## src/rtl/enc_link_pkg.sv

```systemverilog
package enc_link_pkg;
  typedef enum logic [1:0] {ST_IDLE, ST_XFER, ST_RECOV} link_st_e;

  localparam int LEAD_PULSES = 2;
  localparam int CMD_BITS    = 6;
  localparam int ERR_BITS    = 2;
  localparam int CRC_BITS    = 5;
  localparam int REPLY_FIRST = LEAD_PULSES + CMD_BITS;

  // command word: code followed by its complement
  function automatic logic [CMD_BITS-1:0] mode_word(input logic [2:0] code);
    return {code, ~code};
  endfunction

  // one serial step of the x^5 + x^2 + 1 check register
  function automatic logic [CRC_BITS-1:0] crc5_step(input logic [CRC_BITS-1:0] c,
                                                    input logic b);
    logic fb;
    fb = c[4] ^ b;
    return {c[3], c[2], c[1] ^ fb, c[0], fb};
  endfunction
endpackage

```

## src/rtl/enc_clk_gen.sv

```systemverilog
module enc_clk_gen #(
  parameter int DIV_W = 12,
  parameter int IDX_W = 10
) (
  input  logic             clk,
  input  logic             rst_n,
  input  logic             start_i,
  input  logic [DIV_W-1:0] half_i,
  input  logic             keep_i,
  output logic             clk_o,
  output logic             run_o,
  output logic             fall_o,
  output logic             per_end_o,
  output logic [IDX_W-1:0] per_idx_o,
  output logic [IDX_W-1:0] fall_idx_o
);
  logic             run_q, clk_q;
  logic [DIV_W-1:0] hcnt_q;
  logic [IDX_W-1:0] idx_q;
  logic             half_done_w;

  assign half_done_w = (hcnt_q == half_i - DIV_W'(1));
  assign per_end_o   = run_q && half_done_w && clk_q;
  assign fall_o      = (!run_q && start_i) || (per_end_o && keep_i);
  assign fall_idx_o  = run_q ? idx_q + IDX_W'(1) : '0;
  assign per_idx_o   = idx_q;
  assign clk_o       = clk_q;
  assign run_o       = run_q;

  always_ff @(posedge clk or negedge rst_n) begin
    if (!rst_n) begin
      run_q  <= 1'b0;
      clk_q  <= 1'b1;
      hcnt_q <= '0;
      idx_q  <= '0;
    end else if (!run_q) begin
      if (start_i) begin
        run_q  <= 1'b1;
        clk_q  <= 1'b0;
        hcnt_q <= '0;
        idx_q  <= '0;
      end
    end else if (half_done_w) begin
      hcnt_q <= '0;
      if (!clk_q) begin
        clk_q <= 1'b1;
      end else if (keep_i) begin
        clk_q <= 1'b0;
        idx_q <= idx_q + IDX_W'(1);
      end else begin
        run_q <= 1'b0;
      end
    end else begin
      hcnt_q <= hcnt_q + DIV_W'(1);
    end
  end

  // a stopped generator holds the line clock high
  a_r1_rest_high: assert property (@(posedge clk) disable iff (!rst_n)
    !run_q |-> clk_q);
endmodule

```

## src/rtl/enc_reply_rx.sv

```systemverilog
module enc_reply_rx
  import enc_link_pkg::*;
#(
  parameter int POS_W = 16,
  parameter int DIV_W = 12,
  parameter int DLY_W = 10
) (
  input  logic             clk,
  input  logic             rst_n,
  input  logic             din_i,
  input  logic             arm_i,
  input  logic             clr_i,
  input  logic [DIV_W-1:0] half_i,
  output logic             seen_o,
  output logic             done_o,
  output logic [1:0]       err_o,
  output logic [POS_W-1:0] pos_o,
  output logic             crc_bad_o,
  output logic [DLY_W-1:0] delay_o
);
  localparam int RX_BITS = ERR_BITS + POS_W + CRC_BITS;
  localparam int MSG_BITS = ERR_BITS + POS_W;
  localparam int NB_W = $clog2(RX_BITS + 1);
  localparam int ST_W = DIV_W + 2;

  logic               din_m, din_s;
  logic               armed_q, seen_q, done_q;
  logic [DLY_W-1:0]   dcnt_q, delay_q;
  logic [ST_W-1:0]    stim_q;
  logic [NB_W-1:0]    nbits_q;
  logic [RX_BITS-1:0] sh_q;
  logic [CRC_BITS-1:0] crc_q;
  logic [ST_W-1:0]    h_ext, first_wait, next_wait;
  logic               smp_w;

  assign h_ext      = ST_W'(half_i);
  assign first_wait = h_ext + (h_ext << 1) - ST_W'(1);
  assign next_wait  = (h_ext << 1) - ST_W'(1);
  assign smp_w      = seen_q && !done_q && (stim_q == '0);

  always_ff @(posedge clk or negedge rst_n) begin
    if (!rst_n) begin
      din_m <= 1'b0;
      din_s <= 1'b0;
    end else begin
      din_m <= din_i;
      din_s <= din_m;
    end
  end

  always_ff @(posedge clk or negedge rst_n) begin
    if (!rst_n) begin
      armed_q <= 1'b0;
      seen_q  <= 1'b0;
      done_q  <= 1'b0;
      dcnt_q  <= '0;
      delay_q <= '0;
      stim_q  <= '0;
      nbits_q <= '0;
      sh_q    <= '0;
      crc_q   <= '1;
    end else if (clr_i) begin
      armed_q <= 1'b0;
      seen_q  <= 1'b0;
    end else if (arm_i) begin
      armed_q <= 1'b1;
      seen_q  <= 1'b0;
      done_q  <= 1'b0;
      dcnt_q  <= '0;
      nbits_q <= '0;
      crc_q   <= '1;
    end else if (armed_q && !seen_q) begin
      if (din_s) begin
        seen_q  <= 1'b1;
        delay_q <= dcnt_q;
        stim_q  <= first_wait;
      end else if (dcnt_q != '1) begin
        dcnt_q <= dcnt_q + DLY_W'(1);
      end
    end else if (seen_q && !done_q) begin
      if (smp_w) begin
        sh_q   <= {sh_q[RX_BITS-2:0], din_s};
        stim_q <= next_wait;
        if (nbits_q < NB_W'(MSG_BITS)) crc_q <= crc5_step(crc_q, din_s);
        if (nbits_q == NB_W'(RX_BITS - 1)) done_q <= 1'b1;
        else nbits_q <= nbits_q + NB_W'(1);
      end else begin
        stim_q <= stim_q - ST_W'(1);
      end
    end
  end

  assign seen_o    = seen_q;
  assign done_o    = done_q;
  assign delay_o   = delay_q;
  assign err_o     = sh_q[RX_BITS-1 -: ERR_BITS];
  assign pos_o     = sh_q[CRC_BITS +: POS_W];
  assign crc_bad_o = (crc_q != sh_q[CRC_BITS-1:0]);

  // the measured delay holds still once the start bit has been taken
  a_r5_delay_hold: assert property (@(posedge clk) disable iff (!rst_n)
    seen_q && $past(seen_q) && !$past(arm_i) |-> $stable(delay_q));
  // sampling only happens after a start bit
  a_r4_sample_after_start: assert property (@(posedge clk) disable iff (!rst_n)
    smp_w |-> armed_q);
endmodule

```

## src/rtl/enc_link_master.sv

```systemverilog
module enc_link_master
  import enc_link_pkg::*;
#(
  parameter int POS_W = 16,
  parameter int DIV_W = 12,
  parameter int TMO_W = 8,
  parameter int REC_W = 8,
  parameter int DLY_W = 10
) (
  input  logic             clk,
  input  logic             rst_n,
  input  logic             req_valid,
  input  logic [2:0]       req_code,
  input  logic [DIV_W-1:0] cfg_half,
  input  logic [TMO_W-1:0] cfg_timeout,
  input  logic [REC_W-1:0] cfg_recover,
  output logic             req_ready,
  output logic             rsp_valid,
  output logic [POS_W-1:0] rsp_pos,
  output logic [1:0]       rsp_err,
  output logic             rsp_crc_error,
  output logic             rsp_timeout,
  output logic [DLY_W-1:0] rsp_delay,
  output logic             enc_clk,
  output logic             enc_dout,
  output logic             enc_dir,
  input  logic             enc_din
);
  localparam int FRAME_BITS = 1 + ERR_BITS + POS_W + CRC_BITS;
  localparam int IDX_W = $clog2(REPLY_FIRST + FRAME_BITS + (1 << TMO_W) + 2);

  link_st_e          st_q;
  logic [2:0]        code_q;
  logic [DIV_W-1:0]  half_q;
  logic [TMO_W-1:0]  tmo_q;
  logic [REC_W-1:0]  rec_q, rcnt_q;
  logic              tmo_flag_q, dout_q, dir_q;

  logic              cg_run, cg_fall, cg_pend;
  logic [IDX_W-1:0]  cg_idx, cg_fidx, nk_w;
  logic              start_w, keep_w, tmo_hit_w, arm_w, finish_w;
  logic              rx_seen, rx_done, rx_crc_bad;
  logic [1:0]        rx_err;
  logic [POS_W-1:0]  rx_pos;
  logic [DLY_W-1:0]  rx_delay;
  logic [CMD_BITS-1:0] cmd_w;
  logic [2:0]        bsel_w;

  assign start_w   = (st_q == ST_IDLE) && req_valid;
  assign nk_w      = cg_idx - IDX_W'(REPLY_FIRST - 1);
  assign tmo_hit_w = (cg_idx >= IDX_W'(REPLY_FIRST)) && !rx_seen &&
                     (nk_w >= IDX_W'(tmo_q));
  assign keep_w    = (cg_idx < IDX_W'(REPLY_FIRST)) ||
                     (!tmo_hit_w && ((nk_w < IDX_W'(FRAME_BITS)) || !rx_seen));
  assign arm_w     = cg_fall && (cg_fidx == IDX_W'(REPLY_FIRST));
  assign finish_w  = (st_q == ST_XFER) && !cg_run && (rx_done || tmo_flag_q);
  assign cmd_w     = mode_word(code_q);
  assign bsel_w    = 3'(IDX_W'(REPLY_FIRST - 1) - cg_fidx);

  enc_clk_gen #(.DIV_W(DIV_W), .IDX_W(IDX_W)) u_clk (
    .clk(clk), .rst_n(rst_n), .start_i(start_w), .half_i(half_q),
    .keep_i(keep_w), .clk_o(enc_clk), .run_o(cg_run), .fall_o(cg_fall),
    .per_end_o(cg_pend), .per_idx_o(cg_idx), .fall_idx_o(cg_fidx));

  enc_reply_rx #(.POS_W(POS_W), .DIV_W(DIV_W), .DLY_W(DLY_W)) u_rx (
    .clk(clk), .rst_n(rst_n), .din_i(enc_din), .arm_i(arm_w),
    .clr_i(finish_w), .half_i(half_q), .seen_o(rx_seen), .done_o(rx_done),
    .err_o(rx_err), .pos_o(rx_pos), .crc_bad_o(rx_crc_bad), .delay_o(rx_delay));

  // command shifter and driver enable, both changing on falling edges
  always_ff @(posedge clk or negedge rst_n) begin
    if (!rst_n) begin
      dout_q <= 1'b0;
      dir_q  <= 1'b0;
    end else if (cg_fall) begin
      if (cg_fidx >= IDX_W'(LEAD_PULSES) && cg_fidx < IDX_W'(REPLY_FIRST)) begin
        dout_q <= cmd_w[bsel_w];
        dir_q  <= 1'b1;
      end else begin
        dout_q <= 1'b0;
        dir_q  <= 1'b0;
      end
    end
  end

  always_ff @(posedge clk or negedge rst_n) begin
    if (!rst_n) begin
      st_q          <= ST_IDLE;
      code_q        <= '0;
      half_q        <= DIV_W'(1);
      tmo_q         <= '0;
      rec_q         <= '0;
      rcnt_q        <= '0;
      tmo_flag_q    <= 1'b0;
      rsp_valid     <= 1'b0;
      rsp_pos       <= '0;
      rsp_err       <= '0;
      rsp_crc_error <= 1'b0;
      rsp_timeout   <= 1'b0;
      rsp_delay     <= '0;
    end else begin
      rsp_valid <= 1'b0;
      unique case (st_q)
        ST_IDLE: if (req_valid) begin
          code_q     <= req_code;
          half_q     <= cfg_half;
          tmo_q      <= cfg_timeout;
          rec_q      <= cfg_recover;
          tmo_flag_q <= 1'b0;
          st_q       <= ST_XFER;
        end
        ST_XFER: begin
          if (cg_pend && tmo_hit_w) tmo_flag_q <= 1'b1;
          if (finish_w) begin
            rsp_valid     <= 1'b1;
            rsp_timeout   <= tmo_flag_q;
            rsp_pos       <= tmo_flag_q ? '0 : rx_pos;
            rsp_err       <= tmo_flag_q ? '0 : rx_err;
            rsp_crc_error <= !tmo_flag_q && rx_crc_bad;
            rsp_delay     <= tmo_flag_q ? '0 : rx_delay;
            rcnt_q        <= '0;
            st_q          <= ST_RECOV;
          end
        end
        ST_RECOV: begin
          if (rcnt_q == rec_q) st_q <= ST_IDLE;
          else rcnt_q <= rcnt_q + REC_W'(1);
        end
        default: st_q <= ST_IDLE;
      endcase
    end
  end

  assign req_ready = (st_q == ST_IDLE);
  assign enc_dout  = dout_q;
  assign enc_dir   = dir_q;

  // line clock high outside a transfer
  a_r1_idle_high: assert property (@(posedge clk) disable iff (!rst_n)
    st_q != ST_XFER |-> enc_clk);
  // driver enable confined to the six command periods
  a_r3_dir_window: assert property (@(posedge clk) disable iff (!rst_n)
    enc_dir |-> (st_q == ST_XFER) && (cg_idx >= IDX_W'(LEAD_PULSES)) &&
                (cg_idx < IDX_W'(REPLY_FIRST)));
  // command data only moves on a falling line-clock edge
  a_r2_dout_on_fall: assert property (@(posedge clk) disable iff (!rst_n)
    !cg_fall |=> $stable(enc_dout));
  // single-cycle response strobe
  a_r11_one_pulse: assert property (@(posedge clk) disable iff (!rst_n)
    rsp_valid |=> !rsp_valid);
  // no request accepted in the response cycle
  a_r9_busy_at_rsp: assert property (@(posedge clk) disable iff (!rst_n)
    rsp_valid |-> !req_ready);
  // a timed-out response carries no check-code error
  a_r8_timeout_clean: assert property (@(posedge clk) disable iff (!rst_n)
    rsp_valid && rsp_timeout |-> !rsp_crc_error);
endmodule

```

## config.mk

```make
export PLATFORM = sky130hd
export DESIGN_NAME = enc_link_master
export DESIGN_NICKNAME = d
export VERILOG_FILES = /design/src/rtl/enc_link_pkg.sv /design/src/rtl/enc_clk_gen.sv /design/src/rtl/enc_reply_rx.sv /design/src/rtl/enc_link_master.sv
export SDC_FILE = /design/constraint.sdc
export NUM_CORES = 1
export LEC_CHECK = 0
export CAP_MARGIN = 20
export CORE_UTILIZATION = 65
export CTS_BUF_LIST = sky130_fd_sc_hd__clkbuf_4 sky130_fd_sc_hd__clkbuf_8
export DETAILED_ROUTE_END_ITERATION = 10
export DONT_BUFFER_PORTS = 1
export GPL_TIMING_DRIVEN = 1
export HOLD_SLACK_MARGIN = 0.05
export PLACE_DENSITY = 0.81
export SYNTH_ARGS = -nofsm -noshare
export SYNTH_HDL_FRONTEND = slang
export SYNTH_SLANG_ARGS = --single-unit
```

## constraint.sdc

```tcl
create_clock -name clk -period 10.29 [get_ports clk]
set_input_delay 1.029 -clock clk [delete_from_list [all_inputs] [get_ports clk]]
set_output_delay 1.029 -clock clk [all_outputs]
set_load 0.02 [all_outputs]
```

==> flow_summary.ini <==
[global_routing]
grt_antenna_before_repair = 1
pin_count_of_the_biggest_net_entering_global_routing = 171
grt_pass1_vias = 6504
grt.overflow.total = 0
globalRouteTotalUtil_pct = 25.9
grt_first_pass_wirelength_mm = 31.0

[drt]
detailedRoute.firstPassIterationCount = 5
routed_wirelength_normalized_by_instance_count_um = 15.8
finalWirelength_mm = 18.6
drtAntennaViolNets = 0
post_route_drc = 0
avgViaCountPerCell = 5.93
via_count = 6996
drt_first_iter_violations = 382

[die]
i_o_pin_total = 70
placement_rows = 44
die_width_um = 124
die-height_um = 124
die-area_um2 = 15300
start_util_pct = 66.5
floorplan.core_area_um2 = 14500

[synth]
total_standard_cell_area_after_synthesis_um2 = 9630
synth_edf_count = 0
avgSynthCellArea_um2 = 9.57
netlist_instances = 1006
synthArstFlopShare_pct = 100
mappedNetlistNets = 1084
ys_flop_type = sky130_fd_sc_hd__dfrtp_1
count_of_yosys_warnings_during_synthesis = 0
yosysSeqAreaShare_pct = 44.3
ys_seq_elements = 170
yosys.cell_types.count = 73

[cts]
clock_insertion_delay_worst_skew_ns = 0.46
ctsHoldBuffers = 0
clock_sinks = 170
htree_num_levels = 4
clk_root_buffer_cell = sky130_fd_sc_hd__clkbuf_8
total_clock_buffers_created_by_cts = 17
cts_tree = built
postCtsResizedCells = 0
cts-root-to-sink-buffers = 2
cts_setup_buffers = 0
path_clk_slew_ns = 0.09

[placed_design]
detailedPlacementHpwl_mm = 12.8
portBuffers = 0
dpl_worst_slack_ns = 5.92
dpl_cell_area_um2 = 9660
gp_congestion = 0.864

[timing]
finalHoldViolations = 0
max_slew_margin_pct = 28.9
max_freq_mhz = 224
worst_slew_pin_slew_ns = 1.06
setup_violations = 0
final_max_slew_violation_count = 0
post-route-period-util_pct = 43.5
final_worst_path_period_need_ns = 4.47
finClkSkew_ns = 0.0122
fin_setup_tns_ns = 0
unrepaired_setup_endpoints_after_global_routing = false
postLayoutSetupSlackWorst_ns = 5.82

[finish]
area_delta_synth_final_pct = 4.16
final_core_utilization_pct = 69.3
num-nets-final = 1060
fillers = 1161
design_area_um2 = 10000
drive_above_1_share_pct = 10.6

[worst_setup_path]
launch_point_of_the_critical_path = u_clk.per_idx_o[0]
flop_to_flop_setup_slack_ns = 5.82
worst-endpoint-required_ns = 10.64
crit-reg2reg-capture = u_rx.stim_q[11]
critPathLaunchType = register
worstRegToRegCells = 13
critPathKind = register to register
cp_data_arrival_time_ns = 4.82
maximum_net_fanout_on_the_critical_path = 33
worstSetupEndpointType = register
cp-endpoint = u_rx.stim_q[11]
rr_startpoint = u_clk.per_idx_o[0]

[outcome]
status = completed

[pwr]
p_per_area_nw_per_um2 = 240
max-vdd-ir-drop_uv = 169
leakagePower_nw = 4.73

[min_path]
hold_class = primary input to async pin

[flow_run]
maxCapViolations = 0
==> synthesized netlist by cell type, types with 5 or more instances <==
library cell               number  area [µm²]
sky130_fd_sc_hd__nand2_1      153         574
sky130_fd_sc_hd__and3_1        15        93.8
sky130_fd_sc_hd__nor3_1        22         110
sky130_fd_sc_hd__and2_1         5        31.3
sky130_fd_sc_hd__nor2b_1       11        68.8
sky130_fd_sc_hd__nand4_1       15        93.8
sky130_fd_sc_hd__clkbuf_1      25        93.8
sky130_fd_sc_hd__nand3_1       56         280
sky130_fd_sc_hd__ha_1          42         526
sky130_fd_sc_hd__nor4_1         8        50.1
sky130_fd_sc_hd__dfrtp_1      163        4080
sky130_fd_sc_hd__buf_6          5        56.3
sky130_fd_sc_hd__xor2_1        24         210
sky130_fd_sc_hd__nand2b_1      10        62.6
sky130_fd_sc_hd__inv_1         55         206
sky130_fd_sc_hd__a31oi_1       13        81.3
sky130_fd_sc_hd__a22o_1         7        61.3
sky130_fd_sc_hd__a211oi_1       5        37.5
sky130_fd_sc_hd__buf_1          6        22.5
sky130_fd_sc_hd__a21o_1         5        37.5
sky130_fd_sc_hd__o21ai_0       54         270
sky130_fd_sc_hd__o211ai_1       6        45.0
sky130_fd_sc_hd__mux2_4        18         270
sky130_fd_sc_hd__nor2_1        65         244
sky130_fd_sc_hd__buf_2          9        45.0
sky130_fd_sc_hd__mux2i_1       14         140
sky130_fd_sc_hd__dfstp_2        7         184
sky130_fd_sc_hd__o41ai_1        7        61.3
sky130_fd_sc_hd__a21oi_1       34         170
sky130_fd_sc_hd__xnor2_1       54         473
sky130_fd_sc_hd__mux2_2        26         293
==> worst max-delay path: stages (launching register included) <==
cell                       delay (ns)
sky130_fd_sc_hd__dfrtp_1         0.59
sky130_fd_sc_hd__ha_1            0.47
sky130_fd_sc_hd__a21oi_1         0.13
sky130_fd_sc_hd__xor2_1          0.17
sky130_fd_sc_hd__ha_1            0.31
sky130_fd_sc_hd__a21o_1          0.19
sky130_fd_sc_hd__a21oi_1         0.18
sky130_fd_sc_hd__o211ai_1        0.12
sky130_fd_sc_hd__a32oi_1         0.33
sky130_fd_sc_hd__and2_1          0.32
sky130_fd_sc_hd__and4_1          0.26
sky130_fd_sc_hd__buf_4           0.35
sky130_fd_sc_hd__or3_1           0.54
sky130_fd_sc_hd__mux2_2          0.40
==> report_power, final <==
group	internal [mW]	switching, mW
sequential	0.757	0.125
combinational	0.476	0.605
clock	0.198	0.249
total	1.43	0.979
==> state kept, by name, summed over array words and instances, names as in the netlist, 3 cells and up <==
signal and cells:
code_q 3, half_q 12, rcnt_q 8, rec_q 8
rsp_delay 10, rsp_pos 16, tmo_q 8, u_clk.hcnt_q 12
u_clk.per_idx_o 9, u_rx.crc_q 5, u_rx.dcnt_q 10, u_rx.delay_o 10
u_rx.nbits_q 5, u_rx.sh_q 23, u_rx.stim_q 14
==> cells in the final DEF, fill, tap and decap left out, drive strengths merged, types with 5 or more instances in the layout <==
cell and n:
mux2i 14, and2 5, nor2 65, nor3 23, a31oi 13, o41ai 7
a211oi 5, xnor2 54, nor2b 11, dfstp 7, nand4 15, and3 15
a21o 5, nand2b 10, inv 58, o21ai 54, clkbuf 18, xor2 24
o211ai 6, buf 5, dfrtp 163, nand3 57, a22o 7, a2111oi 5
nand2 153, mux2 44, ha 42, clkinv 5, a21oi 34, nor4 11
==> routing by layer <==
metal	vias to the layer above	track usage (%)	wire, µm
met5	-	0	0
met4	0	9.86	314
met3	30	4.85	706
met2	154	40.4	8710
met1	3367	36.0	8840
li1	3445	-	-
==> layout make-up <==
| cell class | count | area [µm²] | area share [%] |
|---|---|---|---|
| inverter | 55 | 206 | 2.06 |
| clock inverter | 13 | 121 | 1.21 |
| sequential | 170 | 4260 | 42.5 |
| clock buffer | 18 | 248 | 2.47 |
| tap | 184 | 230 | 2.30 |
| timing repair buffer | 5 | 37.5 | 0.374 |
| antenna | 1 | 2.50 | 0.0250 |
| multi-input combinational | 733 | 4920 | 49.1 |
==> how the worst min path moves through the flow <==
stage / from / end / slack, ns / depth (start not counted)
global placement: u_rx.din_m / u_rx.din_s / 0.33 / 0
global route: rst_n / rsp_pos[0] / 0.21 / 0
floorplan: u_rx.din_m / u_rx.din_s / 0.33 / 0
CTS: rst_n / half_q[1] / 0.22 / 0
finish: rst_n / rsp_pos[0] / 0.25 / 0
detailed placement: u_rx.din_m / u_rx.din_s / 0.35 / 0
==> logic make-up (layout without fill, tap and decap cells) <==
group	Yosys count	count (layout)	share of synthesized area [%]
flip-flops	170	170	44.3
adder cells (fa/ha/maj)	43	43	5.67
XOR/XNOR	79	79	7.33
AO/OA/AOI/OAI	167	167	11.5
buffers and inverters	103	91	4.77
multiplexers	58	58	7.30
AND/OR/NAND/NOR	386	386	19.1
other	0	1	0
==> metrics by stage <==
stage / power, mW / hold WS [ns] / instances
2_1_floorplan: 1.76 / 0.331 / 1006
3_3_place_gp: 1.93 / 0.332 / 1147
3_5_place_dp: 1.96 / 0.346 / 1147
4_1_cts: 2.41 / 0.224 / 1178
5_1_grt: 2.61 / 0.211 / 1178
6_report: 2.41 / 0.253 / 1179
No activity file was read; power rests on OpenSTA's default activity.
